## src/rtl/cycle_timer_pkg.sv

```systemverilog
package cycle_timer_pkg;
  parameter int OFFSET_W   = 12;
  parameter int COUNT_W    = 13;
  parameter int SEC_W      = 7;
  parameter int OFFSET_MOD = 3072;
  parameter int COUNT_MOD  = 8000;
  parameter int SEC_MOD    = 128;
  localparam int TIMER_W   = OFFSET_W + COUNT_W + SEC_W;

  typedef struct packed {
    logic hostLoad;
    logic rxLoad;
    logic extAlign;
    logic countEn;
  } timerStrobes_t;
endpackage

```

## src/rtl/cycle_timer_ctrl.sv

```systemverilog
module cycle_timer_ctrl
  import cycle_timer_pkg::*;
#(
  parameter int SYNC_STAGES = 2
) (
  input  logic          clk,
  input  logic          rstN,
  input  logic          runEn,
  input  logic          isMaster,
  input  logic          extClkMode,
  input  logic          extTick,
  input  logic          hostWrEn,
  input  logic          rxStartValid,
  output timerStrobes_t strobes
);
  // syncQ[SYNC_STAGES-1] is the synchronized tick, syncQ[SYNC_STAGES] its previous value
  logic [SYNC_STAGES:0] syncQ;
  logic tickRise;

  always_ff @(posedge clk) begin
    if (!rstN) syncQ <= '0;
    else       syncQ <= {syncQ[SYNC_STAGES-1:0], extTick};
  end

  assign tickRise = syncQ[SYNC_STAGES-1] & ~syncQ[SYNC_STAGES];

  always_comb begin
    strobes.hostLoad = hostWrEn;
    strobes.rxLoad   = rxStartValid & ~isMaster & ~hostWrEn;
    strobes.extAlign = extClkMode & tickRise & ~strobes.hostLoad & ~strobes.rxLoad;
    strobes.countEn  = runEn;
  end
endmodule

```

## src/rtl/cycle_timer_dp.sv

```systemverilog
module cycle_timer_dp
  import cycle_timer_pkg::*;
(
  input  logic               clk,
  input  logic               rstN,
  input  timerStrobes_t      strobes,
  input  logic [TIMER_W-1:0] hostWrData,
  input  logic [TIMER_W-1:0] rxStartData,
  output logic [TIMER_W-1:0] timerValue,
  output logic               cycleBoundary
);
  localparam logic [OFFSET_W-1:0] OFF_LAST = OFFSET_W'(OFFSET_MOD - 1);
  localparam logic [COUNT_W-1:0]  CNT_LAST = COUNT_W'(COUNT_MOD - 1);
  localparam logic [SEC_W-1:0]    SEC_LAST = SEC_W'(SEC_MOD - 1);

  logic [OFFSET_W-1:0] offsetQ;
  logic [COUNT_W-1:0]  countQ, countStep;
  logic [SEC_W-1:0]    secQ, secStep;
  logic                boundaryQ;
  logic                offWrap, cntWrap, secWrap;

  always_comb begin
    offWrap   = offsetQ >= OFF_LAST;
    cntWrap   = countQ >= CNT_LAST;
    secWrap   = secQ >= SEC_LAST;
    countStep = cntWrap ? '0 : countQ + 1'b1;
    secStep   = cntWrap ? (secWrap ? '0 : secQ + 1'b1) : secQ;
  end

  always_ff @(posedge clk) begin
    if (!rstN) begin
      offsetQ   <= '0;
      countQ    <= '0;
      secQ      <= '0;
      boundaryQ <= 1'b0;
    end else begin
      boundaryQ <= 1'b0;
      if (strobes.hostLoad) begin
        {secQ, countQ, offsetQ} <= hostWrData;
      end else if (strobes.rxLoad) begin
        {secQ, countQ, offsetQ} <= rxStartData;
      end else if (strobes.extAlign) begin
        offsetQ   <= '0;
        countQ    <= countStep;
        secQ      <= secStep;
        boundaryQ <= 1'b1;
      end else if (strobes.countEn) begin
        if (offWrap) begin
          offsetQ   <= '0;
          countQ    <= countStep;
          secQ      <= secStep;
          boundaryQ <= 1'b1;
        end else begin
          offsetQ <= offsetQ + 1'b1;
        end
      end
    end
  end

  assign timerValue    = {secQ, countQ, offsetQ};
  assign cycleBoundary = boundaryQ;
endmodule

```

## src/rtl/cycle_timer.sv

```systemverilog
module cycle_timer
  import cycle_timer_pkg::*;
(
  input  logic        clk,
  input  logic        rstN,
  input  logic        runEn,
  input  logic        isMaster,
  input  logic        extClkMode,
  input  logic        extTick,
  input  logic        hostWrEn,
  input  logic [31:0] hostWrData,
  input  logic        rxStartValid,
  input  logic [31:0] rxStartData,
  output logic [31:0] timerValue,
  output logic        cycleBoundary
);
  timerStrobes_t strobes;

  cycle_timer_ctrl #(.SYNC_STAGES(2)) u_ctrl (
    .clk(clk), .rstN(rstN), .runEn(runEn), .isMaster(isMaster),
    .extClkMode(extClkMode), .extTick(extTick), .hostWrEn(hostWrEn),
    .rxStartValid(rxStartValid), .strobes(strobes)
  );

  cycle_timer_dp u_dp (
    .clk(clk), .rstN(rstN), .strobes(strobes), .hostWrData(hostWrData),
    .rxStartData(rxStartData), .timerValue(timerValue), .cycleBoundary(cycleBoundary)
  );
endmodule

```

## config.mk

```make
export PLATFORM = sky130hd
export DESIGN_NAME = cycle_timer
export DESIGN_NICKNAME = d
export VERILOG_FILES = /design/src/rtl/cycle_timer_pkg.sv /design/src/rtl/cycle_timer_ctrl.sv /design/src/rtl/cycle_timer_dp.sv /design/src/rtl/cycle_timer.sv
export SDC_FILE = /design/constraint.sdc
export NUM_CORES = 1
export LEC_CHECK = 0
export BUFFER_PORTS_ARGS = -buffer_cell sky130_fd_sc_hd__buf_4
export CORE_ASPECT_RATIO = 2
export CORE_MARGIN = 5
export CORE_UTILIZATION = 44
export DETAILED_ROUTE_END_ITERATION = 10
export GPL_ROUTABILITY_DRIVEN = 0
export PLACE_DENSITY = 0.9
export RECOVER_POWER = 25
export SYNTH_ARGS = -nofsm -noshare
export SYNTH_HDL_FRONTEND = slang
export SYNTH_SLANG_ARGS = --single-unit
```

## constraint.sdc

```tcl
create_clock -name clk -period 1.8 [get_ports clk]
set_input_delay 0.09 -clock clk [delete_from_list [all_inputs] [get_ports clk]]
set_output_delay 0.09 -clock clk [all_outputs]
set_load 0.02 [all_outputs]
```

# ---- After elaboration in Yosys (flattened, before gate mapping)
# Cells that the tools add are included.
dict set report op_classes {
  reduce_logical 4
  n_addsub 3
  n_mux 21
  bitwise 11
  magnitude_cmp 3
}
# cell count
set ops {}
lappend ops {{$mux 13} 6}
lappend ops {{$mux 12} 5}
lappend ops {{$mux 7} 7}
lappend ops {{$add 13x1->13 const B} 1}
lappend ops {{$ge 13x13->1 const B} 1}
lappend ops {{$add 12x1->12 const B} 1}
lappend ops {{$ge 12x12->1 const B} 1}
lappend ops {{$reduce_bool 4->1} 2}
lappend ops {{$add 7x1->7 const B} 1}
lappend ops {{$ge 7x7->1 const B} 1}
lappend ops {{$and 1x1->1} 6}
lappend ops {{$not 1->1} 5}
lappend ops {{$mux 1} 3}
lappend ops {{$reduce_or 3->1} 1}
lappend ops {{$reduce_and 2->1} 1}
dict set report word_totals {
  inputBits 72
  output_inout_bits 33
  regBits 36
  wordCells 47
}

# ---- Logic depth before layout (Yosys ltp)
dict set report depth {
  ltp_word 8
  ltp_mapped 8
  depth_no_buf 6
}

# ---- Cells and area by module
# A second synthesis with hierarchy kept.
dict set report unflattened {
  hier_cells 305
  area_unflattened_um2 2424.8
}
# module cells_per_inst n_inst area_each_um2 seq_area_each_um2
set by_module_without_submodules {}
lappend by_module_without_submodules {cycle_timer_dp 293 1 2299.7 660.6}
lappend by_module_without_submodules {cycle_timer_ctrl 12 1 125.1 60.1}

# ---- Worst setup path before layout
# OpenSTA, ideal clock, no wires.
dict set report synth_timing {
  path_type {reg-to-reg}
  startpoint {reg u_dp.offsetQ[0]}
  endpoint {reg u_dp.secQ[4]}
  path_buffers 1
  period_less_slack_ns 2.052
  setup_time_ns 0.131
  path_stages_with_launch 8
  required_ns 1.669
  arrival_time_ns 1.921
  path_slack_ns -0.252
  cell_sequence {dfxtp_1 ha_1 nand3_2 o31ai_2 a21boi_2 buf_6 o311ai_2 o41ai_2}
}
dict set report synth_via {
  elab_chain_cells 3
}
# item line_no
set synth_rtl {}
lappend synth_rtl {{from (decl)} cycle_timer_dp.sv:16} ;# logic [OFFSET_W-1:0] offsetQ;
lappend synth_rtl {{from (signal assigned)} cycle_timer_dp.sv:39} ;# {secQ, countQ, offsetQ} <= hostWrData;
lappend synth_rtl {{from (signal assigned)} cycle_timer_dp.sv:41} ;# {secQ, countQ, offsetQ} <= rxStartData;
lappend synth_rtl {{from (signal assigned)} cycle_timer_dp.sv:54} ;# offsetQ <= offsetQ + 1'b1;
lappend synth_rtl {{$ge 12x12->1} cycle_timer_dp.sv:23} ;# offWrap = offsetQ >= OFF_LAST;
lappend synth_rtl {{$reduce_bool 4->1 (no source line)} -}
lappend synth_rtl {{$reduce_and 2->1 (no source line)} -}
lappend synth_rtl {{to (signal assigned)} cycle_timer_dp.sv:39}
lappend synth_rtl {{to (signal assigned)} cycle_timer_dp.sv:41}
lappend synth_rtl {{to (signal assigned)} cycle_timer_dp.sv:45} ;# secQ <= secStep;
lappend synth_rtl {{to (decl)} cycle_timer_dp.sv:18} ;# logic [SEC_W-1:0] secQ, secStep;
# No other way between the ends.
# A chain may end at the register's enable or synchronous reset.

# ---- Worst setup path after layout
dict set report layout_timing {
  startpoint {reg u_dp.offsetQ[11]}
  endpoint {reg u_dp.secQ[2]}
}
# The elaborated chain is that of the path after synthesis.

==> impl_metrics.tcl <==
set metrics [dict create \
    setup_ws_ps -72.9 \
    die_h_um 116 \
    synth_compound_area_frac 0.362 \
    p_sw_frac 0.338 \
    dieArea_mm2 0.00731 \
    antenna_found_initial 0 \
    clk_path_buf_depth 2 \
    clk_pin_slew_ps 80 \
    rsz0062_at_grt "true" \
    synth_edf_count 0 \
    violations "setup timing" \
    fin_skew_ps 5.27 \
    finalMaxSlewViolations 0 \
    yosys.area_share.xor_xnor 0 \
    worstPathRequired_ps 1950 \
    avgViaCountPerCell 6.66 \
    die_w_um 63.0 \
    path_class "flip-flop to flip-flop" \
    path_delay_family "compound AO/OA/AOI/OAI gates" \
    dp_cells 520 \
    synth_nets 400 \
    htreeDepth 2 \
    cts_hold_buf 0 \
    p_leak_nw 1.73 \
    end_kind "flip-flop" \
    initial_core_util 0.452 \
    seq_power_share 0.385 \
    hold_start "extTick" \
    yosysSeqAreaShare 0.291 \
    grt_first_pass_wirelength_mm 16.1 \
    finalCritPeriodShare 1.04 \
    core_mm2 0.00547 \
    synth_top_flop_cell "dfxtp_1" \
    postRouteAntennaNets 0 \
    min_period_ps 1870 \
    drt_wl_total_mm 10.8 \
    drc 0 \
    cp-start-kind "flip-flop" \
    rows 38 \
    synth.top_cells.by_area "dfxtp_1, nand2_1, a21oi_1" \
    synth_cell_type_count 63 \
    vdd.ir_drop.worst_mv 0.578 \
    drive_gt1_frac 0.441 \
    crit_fanout 8 \
    crit_slowest_cell "dfxtp_2" \
    overflow 0 \
    grt_pass1_vias 3581 \
    drv_cap 0 \
    timing.hold.ws_ps 4.45 \
    finalSetupViolCount 3 \
    p_clk_frac 0.262 \
    synth_fa_ha_area_frac 0.0152 \
    syn-cell-area_mm2 0.00247 \
    syn_inst 325 \
    first_pass_iters 8 \
    worstReg2RegStart "u_dp.offsetQ[11]" \
    cts_root_buf "clkbuf_8" \
    maxClockFrequency_mhz 534 \
    relSlewSlack 0.633 \
    min_path_type "input pin to flip-flop" \
    syn_to_final_growth_pct 58.7 \
    tightestPinTransition_ps 548 \
    synth_top_area_share 0.291 \
    syn_avg_cell_area_um2 7.61 \
    worstPathArrival_ps 2030 \
    startpoint "u_dp.offsetQ[11]" \
    finalHoldViolCount 0 \
    switching_power_mw 0.805 \
    vias 3570 \
    grt.total_usage 0.271 \
    path_buf_inv 1 \
    synth_warnings 0 \
    clkLatencyLatePin_ps 300 \
    final_cells 536 \
    synthMuxAreaShare 0.00860 \
    yosys.area_share.simple 0.275 \
    final_cell_mix "buf_4, nand2_1, a21oi_1, dfxtp_1, nor2_1" \
    final_common_cell "buf_4" \
    ios 105 \
    io_buffers 104 \
    synth_top_family_by_area "compound AO/OA/AOI/OAI gates" \
    nets 550 \
    grt_max_degree 31 \
    cts_sinks 36 \
    cp_cell_sequence "nand4_1 -> buf_4 -> o31ai_4 -> a21boi_4 -> o311ai_0 -> o21ai_0" \
    cpPeakStageDelay_ps 370 \
    antennaDiodeCount 0 \
    power_density_mw_per_mm2 607 \
    p_int_mw 1.58 \
    wl_per_cell_um 20.2 \
    cts_tree "done" \
    synthArstFlopShare 0 \
    drt_iter0_drc 268 \
    synth.largest_area_cell "dfxtp_1" \
    ys_ff_latch 36 \
    p_comb_frac 0.354 \
    numCtsBuffers 5 \
    status "finished, violations left" \
    hpwl_mm 7.85 \
]
cell usage after synthesis, types with 3 or more instances:
master    count
inv_1         3
nor2_1       26
o22ai_1       6
o41ai_1       6
nand3_1      17
a221oi_1      8
o21ai_0      19
dfxtp_1      36
and2_1        4
o311ai_0      4
clkbuf_1     15
nor4_1        3
ha_1          3
o221a_2       3
nor3_1        9
a211oi_1      5
a31oi_1       5
a21oi_1      30
a32o_1        9
a21o_1        3
and3_1       16
nand2_1      41
nand4_1       4
worst register-to-register path, stage by stage (launching register included):
cell and delay (ps):
dfxtp_2 370, nand4_1 170, buf_4 200, o31ai_4 300
a21boi_4 140, o311ai_0 370, o21ai_0 170
final timing paths:
kind	endpoint	slack [ps]	cells past startpoint
setup / recovery	u_dp.secQ[2]	-70	6
hold / removal	u_ctrl.syncQ[0]	4	2
setup reg to reg	u_dp.secQ[2]	-70	6
hold reg to reg	u_ctrl.syncQ[1]	430	1
layout make-up:
cell class                 instances  area, um^2
tap                               60        75.1
timing repair buffer             163        1250
inverter                           4        15.0
clock buffer                       8        90.1
multi-input combinational        265        1760
sequential                        36         738
fill                             390        1550
power by group through the flow:
stage	clock network, mW	registers (mW)	logic (mW)
floorplan	0	1.01	0.286
global placement	0	0.920	0.747
detailed placement	0	0.924	0.769
CTS	0.602	0.908	0.786
global route	0.637	0.920	0.891
finish	0.623	0.916	0.843
registers in the layout, indices dropped and copies added, names as in the netlist:
signal              count
u_dp.countQ            13
u_dp.offsetQ           12
u_dp.secQ               7
u_ctrl.syncQ            3
u_dp.cycleBoundary      1
metal layers:
layer,GRT usage,part of all wire
met5,0,0
met4,0.183,0.072
met3,0.0533,0.082
met2,0.537,0.54
met1,0.235,0.30
timing repair:
action                                  4_1_cts  5_1_grt
endpoints found under the setup margin       15       23
gates resized for setup                       4       18
hold endpoints to repair                      0        0
setup buffers                                 3        4
cloned                                        0        1
pin swaps                                     2       10
cells by family after synthesis:
group,count (synthesis)
and+or+nand+nor,137
buffers and inverters,25
DFF,36
AOI/OAI and AO/OA,122
muxes,2
adders and majority gates,3
per-stage QoR:
stage | total power, mW | worst slack [ps] | cell area [um^2] | TNS (ps) | utilization
final | 2.38 | -72.9 | 3920 | -131 | 0.717
after global routing | 2.45 | -136 | 3920 | -659 | 0.717
after CTS | 2.30 | 1.00 | 3800 | 0 | 0.696
after detailed placement | 1.69 | -167 | 3660 | -791 | 0.670
after global placement | 1.67 | 25.3 | 3660 | 0 | 0.670
after floorplan | 1.30 | 2.94 | 2520 | 0 | -
(Power assumes the default switching activity.)
